**config.mk**
```make
export PLATFORM = sky130hd
export DESIGN_NAME = gpio_fsel_ctrl
export DESIGN_NICKNAME = d
export VERILOG_FILES = /design/src/rtl/gpio_fsel_pkg.sv /design/src/rtl/gpio_in_sync.sv /design/src/rtl/gpio_cfg_regs.sv /design/src/rtl/gpio_pad_mux.sv /design/src/rtl/gpio_fsel_ctrl.sv
export SDC_FILE = /design/constraint.sdc
export NUM_CORES = 2
export LEC_CHECK = 0
export BUFFER_PORTS_ARGS = -buffer_cell sky130_fd_sc_hd__buf_2
export CAP_MARGIN = 20
export CORE_AREA = 3 3 387 389
export CTS_BUF_LIST = sky130_fd_sc_hd__clkbuf_8
export CTS_CLUSTER_DIAMETER = 150
export CTS_CLUSTER_SIZE = 8
export DETAILED_ROUTE_END_ITERATION = 8
export DIE_AREA = 0 0 390 392
export PLACE_DENSITY = 0.51
export SLEW_MARGIN = 10
export SYNTH_ARGS = -nofsm -noshare
export SYNTH_HDL_FRONTEND = slang
export SYNTH_SLANG_ARGS = --single-unit
```
**constraint.sdc**
```tcl
create_clock -name clk -period 13.86 [get_ports clk]
set_clock_uncertainty 0.1 [all_clocks]
set_input_delay 0.693 -clock clk [delete_from_list [all_inputs] [get_ports clk]]
set_output_delay 0.693 -clock clk [all_outputs]
set_load 0.005 [all_outputs]
```
**src/rtl/gpio_fsel_pkg.sv**
```systemverilog
package gpio_fsel_pkg;

    localparam int REG_W         = 32;
    localparam int ADDR_W        = 8;
    localparam int FS_W          = 3;
    localparam int PINS_PER_FS   = 10;
    localparam int PULL_W        = 2;
    localparam int PINS_PER_PULL = 16;
    localparam int NUM_ALT       = 6;
    localparam int ALT_IDX_W     = 3;

    // word indices (byte offset / 4)
    localparam int W_SET  = 7;   // 0x1C
    localparam int W_CLR  = 10;  // 0x28
    localparam int W_LEV  = 13;  // 0x34
    localparam int W_PULL = 57;  // 0xE4

    typedef enum logic [2:0] {
        FN_INPUT  = 3'b000,
        FN_OUTPUT = 3'b001,
        FN_ALT5   = 3'b010,
        FN_ALT4   = 3'b011,
        FN_ALT0   = 3'b100,
        FN_ALT1   = 3'b101,
        FN_ALT2   = 3'b110,
        FN_ALT3   = 3'b111
    } fn_code_e;

    typedef enum logic [2:0] {
        RK_NONE, RK_FSEL, RK_SET, RK_CLR, RK_LEVEL, RK_PULL
    } reg_kind_e;

    typedef struct packed {
        reg_kind_e      kind;
        logic [2:0]     idx;
    } reg_sel_t;

    typedef struct packed {
        logic                 drive;
        logic                 use_alt;
        logic [ALT_IDX_W-1:0] alt_idx;
    } pin_route_t;

    function automatic pin_route_t decode_fn(logic [FS_W-1:0] code);
        pin_route_t r;
        r.drive   = 1'b0;
        r.use_alt = 1'b0;
        r.alt_idx = '0;
        case (fn_code_e'(code))
            FN_INPUT:  r.drive = 1'b0;
            FN_OUTPUT: r.drive = 1'b1;
            default: begin
                r.use_alt = 1'b1;
                if (code[2])      r.alt_idx = {1'b0, code[1:0]};
                else if (code[0]) r.alt_idx = 3'd4;
                else              r.alt_idx = 3'd5;
            end
        endcase
        return r;
    endfunction

    function automatic reg_sel_t decode_addr(logic [ADDR_W-1:0] a, int n_fsel,
                                             int n_bank, int n_pull);
        reg_sel_t s;
        int       w;
        s.kind = RK_NONE;
        s.idx  = '0;
        w      = int'(a[ADDR_W-1:2]);
        if (a[1:0] == 2'b00) begin
            if (w < n_fsel) begin
                s.kind = RK_FSEL;  s.idx = 3'(w);
            end else if (w >= W_SET && w < W_SET + n_bank) begin
                s.kind = RK_SET;   s.idx = 3'(w - W_SET);
            end else if (w >= W_CLR && w < W_CLR + n_bank) begin
                s.kind = RK_CLR;   s.idx = 3'(w - W_CLR);
            end else if (w >= W_LEV && w < W_LEV + n_bank) begin
                s.kind = RK_LEVEL; s.idx = 3'(w - W_LEV);
            end else if (w >= W_PULL && w < W_PULL + n_pull) begin
                s.kind = RK_PULL;  s.idx = 3'(w - W_PULL);
            end
        end
        return s;
    endfunction

endpackage

```
**src/rtl/gpio_in_sync.sv**
```systemverilog
module gpio_in_sync #(
    parameter int W = 54
) (
    input  logic         clk,
    input  logic         rst,
    input  logic [W-1:0] d_in,
    output logic [W-1:0] d_sync
);
    logic [W-1:0] meta_q;

    always_ff @(posedge clk) begin
        if (rst) begin
            meta_q <= '0;
            d_sync <= '0;
        end else begin
            meta_q <= d_in;
            d_sync <= meta_q;
        end
    end
endmodule

```
**src/rtl/gpio_cfg_regs.sv**
```systemverilog
module gpio_cfg_regs
    import gpio_fsel_pkg::*;
#(
    parameter int NPINS = 54
) (
    input  logic                         clk,
    input  logic                         rst,
    input  logic                         bus_valid,
    input  logic                         bus_write,
    input  logic [ADDR_W-1:0]            bus_addr,
    input  logic [REG_W-1:0]             bus_wdata,
    input  logic [NPINS-1:0]             level_in,
    output logic [REG_W-1:0]             bus_rdata,
    output logic [NPINS-1:0][FS_W-1:0]   fsel_q,
    output logic [NPINS-1:0]             latch_q,
    output logic [NPINS-1:0][PULL_W-1:0] pull_q
);
    localparam int N_FSEL = (NPINS + PINS_PER_FS - 1) / PINS_PER_FS;
    localparam int N_BANK = (NPINS + REG_W - 1) / REG_W;
    localparam int N_PULL = (NPINS + PINS_PER_PULL - 1) / PINS_PER_PULL;

    reg_sel_t                     sel;
    logic                         wr_hit;
    logic                         rd_hit;
    logic [NPINS-1:0][FS_W-1:0]   fsel_d;
    logic [NPINS-1:0]             latch_d;
    logic [NPINS-1:0][PULL_W-1:0] pull_d;
    logic [REG_W-1:0]             rd_word;

    assign sel    = decode_addr(bus_addr, N_FSEL, N_BANK, N_PULL);
    assign wr_hit = bus_valid & bus_write;
    assign rd_hit = bus_valid & ~bus_write;

    // next-state for every pin field
    always_comb begin
        fsel_d  = fsel_q;
        latch_d = latch_q;
        pull_d  = pull_q;
        if (wr_hit) begin
            for (int p = 0; p < NPINS; p++) begin
                if (sel.kind == RK_FSEL && int'(sel.idx) == p / PINS_PER_FS)
                    fsel_d[p] = bus_wdata[FS_W*(p % PINS_PER_FS) +: FS_W];
                if (sel.kind == RK_SET && int'(sel.idx) == p / REG_W && bus_wdata[p % REG_W])
                    latch_d[p] = 1'b1;
                if (sel.kind == RK_CLR && int'(sel.idx) == p / REG_W && bus_wdata[p % REG_W])
                    latch_d[p] = 1'b0;
                if (sel.kind == RK_PULL && int'(sel.idx) == p / PINS_PER_PULL)
                    pull_d[p] = bus_wdata[PULL_W*(p % PINS_PER_PULL) +: PULL_W];
            end
        end
    end

    // read word assembly
    always_comb begin
        rd_word = '0;
        case (sel.kind)
            RK_FSEL: begin
                for (int j = 0; j < PINS_PER_FS; j++)
                    if (int'(sel.idx) * PINS_PER_FS + j < NPINS)
                        rd_word[FS_W*j +: FS_W] = fsel_q[int'(sel.idx) * PINS_PER_FS + j];
            end
            RK_LEVEL: begin
                for (int b = 0; b < REG_W; b++)
                    if (int'(sel.idx) * REG_W + b < NPINS)
                        rd_word[b] = level_in[int'(sel.idx) * REG_W + b];
            end
            RK_PULL: begin
                for (int j = 0; j < PINS_PER_PULL; j++)
                    if (int'(sel.idx) * PINS_PER_PULL + j < NPINS)
                        rd_word[PULL_W*j +: PULL_W] = pull_q[int'(sel.idx) * PINS_PER_PULL + j];
            end
            default: rd_word = '0;
        endcase
    end

    always_ff @(posedge clk) begin
        if (rst) begin
            fsel_q    <= '0;
            latch_q   <= '0;
            pull_q    <= '0;
            bus_rdata <= '0;
        end else begin
            fsel_q  <= fsel_d;
            latch_q <= latch_d;
            pull_q  <= pull_d;
            if (rd_hit)
                bus_rdata <= rd_word;
        end
    end
endmodule

```
**src/rtl/gpio_pad_mux.sv**
```systemverilog
module gpio_pad_mux
    import gpio_fsel_pkg::*;
#(
    parameter int NPINS = 54
) (
    input  logic [NPINS-1:0][FS_W-1:0] fsel,
    input  logic [NPINS-1:0]           latch,
    input  logic [NUM_ALT*NPINS-1:0]   alt_out,
    input  logic [NUM_ALT*NPINS-1:0]   alt_oe,
    output logic [NPINS-1:0]           pad_out,
    output logic [NPINS-1:0]           pad_oe
);
    localparam int SEL_SPAN = 1 << ALT_IDX_W;

    for (genvar p = 0; p < NPINS; p++) begin : g_pin
        pin_route_t          route;
        logic [SEL_SPAN-1:0] cand_out;
        logic [SEL_SPAN-1:0] cand_oe;

        assign route = decode_fn(fsel[p]);

        for (genvar a = 0; a < SEL_SPAN; a++) begin : g_cand
            if (a < NUM_ALT) begin : g_used
                assign cand_out[a] = alt_out[a*NPINS + p];
                assign cand_oe[a]  = alt_oe[a*NPINS + p];
            end else begin : g_pad
                assign cand_out[a] = 1'b0;
                assign cand_oe[a]  = 1'b0;
            end
        end

        always_comb begin
            if (route.use_alt) begin
                pad_out[p] = cand_out[route.alt_idx];
                pad_oe[p]  = cand_oe[route.alt_idx];
            end else begin
                pad_out[p] = route.drive & latch[p];
                pad_oe[p]  = route.drive;
            end
        end
    end
endmodule

```
**src/rtl/gpio_fsel_ctrl.sv**
```systemverilog
module gpio_fsel_ctrl
    import gpio_fsel_pkg::*;
#(
    parameter int NPINS = 54
) (
    input  logic                       clk,
    input  logic                       rst,
    input  logic                       bus_valid,
    input  logic                       bus_write,
    input  logic [ADDR_W-1:0]          bus_addr,
    input  logic [REG_W-1:0]           bus_wdata,
    output logic [REG_W-1:0]           bus_rdata,
    input  logic [NPINS-1:0]           pad_in,
    input  logic [NUM_ALT*NPINS-1:0]   alt_out,
    input  logic [NUM_ALT*NPINS-1:0]   alt_oe,
    output logic [NPINS-1:0]           pad_out,
    output logic [NPINS-1:0]           pad_oe,
    output logic [PULL_W*NPINS-1:0]    pad_pull
);
    logic [NPINS-1:0]             level_sync;
    logic [NPINS-1:0][FS_W-1:0]   fsel_q;
    logic [NPINS-1:0]             latch_q;
    logic [NPINS-1:0][PULL_W-1:0] pull_q;

    gpio_in_sync #(.W(NPINS)) u_sync (
        .clk    (clk),
        .rst    (rst),
        .d_in   (pad_in),
        .d_sync (level_sync)
    );

    gpio_cfg_regs #(.NPINS(NPINS)) u_regs (
        .clk       (clk),
        .rst       (rst),
        .bus_valid (bus_valid),
        .bus_write (bus_write),
        .bus_addr  (bus_addr),
        .bus_wdata (bus_wdata),
        .level_in  (level_sync),
        .bus_rdata (bus_rdata),
        .fsel_q    (fsel_q),
        .latch_q   (latch_q),
        .pull_q    (pull_q)
    );

    gpio_pad_mux #(.NPINS(NPINS)) u_mux (
        .fsel    (fsel_q),
        .latch   (latch_q),
        .alt_out (alt_out),
        .alt_oe  (alt_oe),
        .pad_out (pad_out),
        .pad_oe  (pad_oe)
    );

    assign pad_pull = pull_q;
endmodule

```
After elaboration in Yosys (flattened, before gate mapping):

Cells that the tools add are included.

* magnitude comparators: 179
* divide/modulo/power cells: 0
* multipliers: 1
* bitwise logic cells: 57
* reduce and logical (&&, ||, !) cells: 354
* $add $sub $neg: 59
* equal/unequal tests: 64
* shift operators: 0
* multiplexer cells: 886

Operator list (count)
* < comparator 32 x 7 -> 1 bit (second input constant): 56
* < comparator 32 x 8 -> 1 bit (second input constant): 56
* 2-to-1 mux 1 bit: 528
* binary-select mux 1 bit (select 3 bit): 108
* 2-to-1 mux 3 bit: 84
* < comparator 3 x 4 -> 1 bit (second input constant): 54
* 2-to-1 mux 4 bit: 54
* binary-select mux 1 bit (select 6 bit): 31
* binary-select mux 2 bit (select 6 bit): 15
* equality test 3 x 1 -> 1 bit (second input constant): 55
* logical NOT 3 bit: 55
* binary-select mux 3 bit (select 6 bit): 9
* adder 8 x 5 -> 9 bit (second input constant): 16
* adder 32 x 4 -> 32 bit (second input constant): 4
* AND reduction 2 bit: 64
* logical AND 1 bit: 126
* nonzero test 2 bit: 54
* OR reduction 2 bit: 54
* 2-to-1 mux 2 bit: 47
* case mux 30 bit (3 select lines): 1
* adder 8 x 4 -> 9 bit (second input constant): 8
* adder 32 x 3 -> 32 bit (second input constant): 2
* adder 32 x 5 -> 32 bit (second input constant): 2
* adder 7 x 4 -> 8 bit (second input constant): 8
* 30 further kinds: 109

* bits in latches: 0
* memory bits (read-only): 0
* memories kept: 0
* bits in registers: 464
* word-level logic and storage cells: 1765
* input port bits: 746
* memory bits (writable): 0

Longest topological paths before layout:

* depth after elaboration: 15
* depth in mapped cells: 25

Modules after synthesis:

A second synthesis with hierarchy kept.

* cell total of the unflattened synthesis: 3793
* area, all modules: 30017.5 um^2

Modules (own cells, without submodules)
* gpio_cfg_regs: times used 1, cells each 3012, area each 21600.7 um^2
* gpio_pad_mux: times used 1, cells each 553, area each 5469.0 um^2
* gpio_in_sync: times used 1, cells each 228, area each 2947.8 um^2

Worst setup path after synthesis:

No wires, ideal clock.

* path kind: input to register
* start: in bus_addr[3]
* end: reg u_regs.bus_rdata[26]
* cell stages on the path: 25
* data required time: 13.672 ns
* library setup time: 0.088 ns
* data arrival time: 5.580 ns
* setup slack: 8.092 ns
* path buffers: 7
* path through: clkbuf_1 -> inv_1 -> ha_1 -> buf_2 -> and3b_1 -> o21a_1 -> nor4_2 -> nor2_8 -> buf_4 -> buf_4 -> buf_2 -> buf_2 -> ha_1 -> ha_1 -> ha_1 -> clkbuf_1 -> and2_1 -> nand2_1 -> mux2i_1 -> nand4_1 -> nand3b_1 -> o22a_1 -> o221ai_1 -> a21bo_1 -> a311oi_2

* cells in the longest elaborated chain, start to end: 15
* elaborated cells on any way between the ends: 46

RTL lines
* start, declared: RTL line gpio_fsel_ctrl.sv:10 `input logic [ADDR_W-1:0] bus_addr,`
* >= comparator 6 bit or < comparator 6 bit (tied branches): RTL line gpio_fsel_pkg.sv:78 `end else if (w >= W_PULL && w < W_PULL + n_pull) begin`
* logical AND 1 bit: RTL line gpio_fsel_pkg.sv:78
* 2-to-1 mux 6 bit: RTL line gpio_fsel_pkg.sv:78
* 2-to-1 mux 6 bit: RTL line gpio_fsel_pkg.sv:76 `end else if (w >= W_LEV && w < W_LEV + n_bank) begin`
* 2-to-1 mux 6 bit: RTL line gpio_fsel_pkg.sv:74 `end else if (w >= W_CLR && w < W_CLR + n_bank) begin`
* 2-to-1 mux 6 bit: RTL line gpio_fsel_pkg.sv:72 `end else if (w >= W_SET && w < W_SET + n_bank) begin`
* 2-to-1 mux 6 bit *: RTL line gpio_fsel_pkg.sv:70 `if (w < n_fsel) begin`
* 2-to-1 mux 6 bit *: RTL line gpio_fsel_pkg.sv:69 `if (a[1:0] == 2'b00) begin`
* multiplier 3 x 3 -> 6 bit: RTL line gpio_cfg_regs.sv:59, gpio_cfg_regs.sv:60
* adder 32 x 5 -> 32 bit: RTL line gpio_cfg_regs.sv:59, gpio_cfg_regs.sv:60
* binary-select mux 3 bit (select 6 bit): RTL line gpio_cfg_regs.sv:60 `rd_word[FS_W*j +: FS_W] = fsel_q[int'(sel.idx) * PINS_PER_FS + j];`
* 2-to-1 mux 3 bit (not written as such) (2 in series): RTL line gpio_cfg_regs.sv:60
* 2-to-1 mux 3 bit: RTL line gpio_cfg_regs.sv:59 `if (int'(sel.idx) * PINS_PER_FS + j < NPINS)`
* case mux 30 bit (3 select lines) *: RTL line gpio_cfg_regs.sv:56 `case (sel.kind)`
* end signal, assigned: RTL line gpio_cfg_regs.sv:87 `bus_rdata <= rd_word;`
* end, declared: RTL line gpio_cfg_regs.sv:13 `output logic [REG_W-1:0] bus_rdata,`

Every way passes the cells marked *; elsewhere a longest branch is shown, timed or not. The select of a mux whose other input is x is not followed.
A chain may end at the register's enable or synchronous reset.

Worst setup path after layout:

* start: in bus_addr[2]
* end: reg u_regs.bus_rdata[26]

The elaborated chain is that of the path after synthesis.

==> qor.txt <==
hold_buf cts - 0
largest net degree at the start of global routing - 124
Die H - 392 um
clk_lat worst skew - 0.76 ns
Worst Path Arrival - 6.83 ns
cell total after placement - 6437
synthesized area per cell - 7.993 sq um
Hold Crit Class - input pin to register
CTS tree - built
commonest cells after routing, fill and taps aside - buf_2, nand2_1, dfxtp_1
maximum VDD drop - 0.06389 mV
total setup buffers inserted after CTS - 0
Post-Route WL - 194100 um
first-pass GRT wire length - 257300 um
post-route ant nets - 0
setup ws final - 7.554 ns
Vias - 34100
top_reg_cell synth - dfxtp_1
total power - 0.002841 W
Pwr per Cell Area - 74.21 nW/um^2
Pleak - 15.91 nW
DPL Wire Length - 150300 um
Crit Path Class - input pin to register
# fillers - 16190
std cell rows - 141
Core ar. - 147100 sq um
worst hold margin - 0.08361 ns
Num CTS Buffers - 68
Mapped Cells - 3907
num ports - 994
async set-reset flop share out of synthesis - 0%
Root Driver - clkbuf_8
Multi-input gate area - 19810 sq um
sequential area share after synthesis - 29.75%
gr ovfl total - 0
crit start category - input pin
PortBufs - 993
non-filler instance count after layout - 6523
number of clock sinks seen by CTS - 464
#FFs+latches synth - 464
Synth top area share - 29.75%
synthesized area - 31230 sq um
most common cell after layout, fill and taps aside - buf_2
RSZ-0062 raised after global routing - false
initial antenna violation count - 35
Final setup viols - 0
Yosys top cell by area - dfxtp_1
Achievable Freq - 158.6 MHz
post-DR wirelength/cell - 29.76 um
Final Cycle Share - 45.50%
outcome - finished clean
vias per cell - 5.228
EDFF count, synth - 0
area grow syn2layout - 22.58%
H-tree depth - 3
die area - 152900 sq um
CTS resizes - 0
worst-case clock buffer depth - 3
global placer's final weighted congestion - 1.014
Final nets - 5343
fin. max-slew vios - 0
DR iter-0 viols - 3803
Chip Width - 390 um
most area-consuming cells after synthesis - dfxtp_1, mux4_2, mux2i_1
Setup WS pre-CTS - 6.894 ns
min cycle time layout - 6.306 ns
DRC viols - 0
register area - 9289 sq um
share of cells above drive strength 1 - 29.80%
vias in the first global route - 31040
drt pass-1 iters - 6
setup TNS - 0 ns
Max-cap violations - 0
Initial Utilization - 21.22%
Least-Margin Pin Slew - 1.058 ns
Syn Nets - 4671
CP Max Fanout - 18
Slew headroom - 29.28%
Worst-path clk slew - 0.08 ns
Cell variety after synth - 91
Synthesis Warnings - 0
gr usage total - 23.96%
endpoint kind of the worst setup timing path - register
Fin. Hold Viols - 0
CP Data Required Time - 14.39 ns
critical path, stage by stage:
cell and delay (ns):
buf_2 0.22, inv_1 0.13, ha_1 0.33, nor2b_1 0.19, nor4_2 0.41, o21ai_0 0.24, a2111oi_4 0.60, nor2_1 0.20
inv_1 0.20, ha_1 0.17, ha_1 0.20, ha_1 0.55, and2_1 0.30, nand2_1 0.09, mux2i_1 0.31, nand4_1 0.66
or2_1 0.56, o22a_1 0.22, o221ai_1 0.08, a21bo_1 0.24, a311oi_2 0.21
layer usage:
layer,track usage [%],part of all wire (%),wire [um],vias to the layer above
met2,37.92,46,88370,1761
met1,31.02,41,79470,16810
met3,7.502,10,19860,261
li1,-,-,-,15250
met5,0.6380,0.10,194,-
met4,7.275,3.2,6259,12
flip-flops by register name (all words and copies together) (netlist names):
signal / cells
u_regs.pull_q: 108
u_sync.d_sync: 54
u_regs.latch_q: 54
u_regs.bus_rdata: 32
u_regs.fsel_q: 162
u_sync.meta_q: 54
where the power goes:
group	total, W	internal, W	switching [W]
Sequential	0.00136	0.00135	0.0000111
Clock	0.00105	0.000447	0.000601
Combinational	0.000430	0.000158	0.000271
metrics by stage:
stage,area (sq um),utilization [%]
finish,38280,26.02
global route,38270,26.01
CTS,38220,25.98
detailed placement,37200,25.28
global placement,37200,25.28
floorplan,31230,-
synth_stat cells (36+ instances only):
cell,number
nand2_1,709
dfxtp_1,464
a21oi_1,445
clkbuf_1,305
mux2i_1,278
nor2_1,252
nand3_1,239
mux4_2,157
nor2b_1,115
o21ai_0,97
inv_1,78
buf_2,74
a21o_1,61
a311oi_1,57
mux2_2,55
a211oi_1,41
o22ai_1,38
buf_1,36
cell families (layout without fill, tap and decap cells):
family,after synthesis,in the layout,synth area share (%)
XOR/XNOR,12,12,0.3606
adder cells (fa/ha/maj),18,18,0.7452
other,0,6,0
flip-flops,464,464,29.75
multiplexers,491,491,22.25
AO/OA/AOI/OAI,971,971,19.60
AND/OR/NAND/NOR,1427,1427,20.26
buffers and inverters,524,1204,7.036
area by class of cell:
type,count,share of cell area (%)
repair buffers,1044,14.15
diodes,6,0.03922
multi-input cells,2919,51.75
clock buffers,68,2.445
well taps,1930,6.308
flip-flops and latches,464,24.27
inverters,82,0.8237
clock inverters,10,0.2190
path summary, 6_finish.rpt:
kind                     startpoint                   end  slack (ns)  cells past startpoint
setup / recovery        bus_addr[2]  u_regs.bus_rdata[26]        7.55                     21
hold / removal           pad_in[36]     u_sync.meta_q[36]        0.08                      2
setup reg to reg  u_regs.fsel_q[21]  u_regs.bus_rdata[27]       11.41                      5
hold reg to reg   u_sync.meta_q[33]     u_sync.d_sync[33]        0.33                      1
No activity file was read; power rests on OpenSTA's default activity.
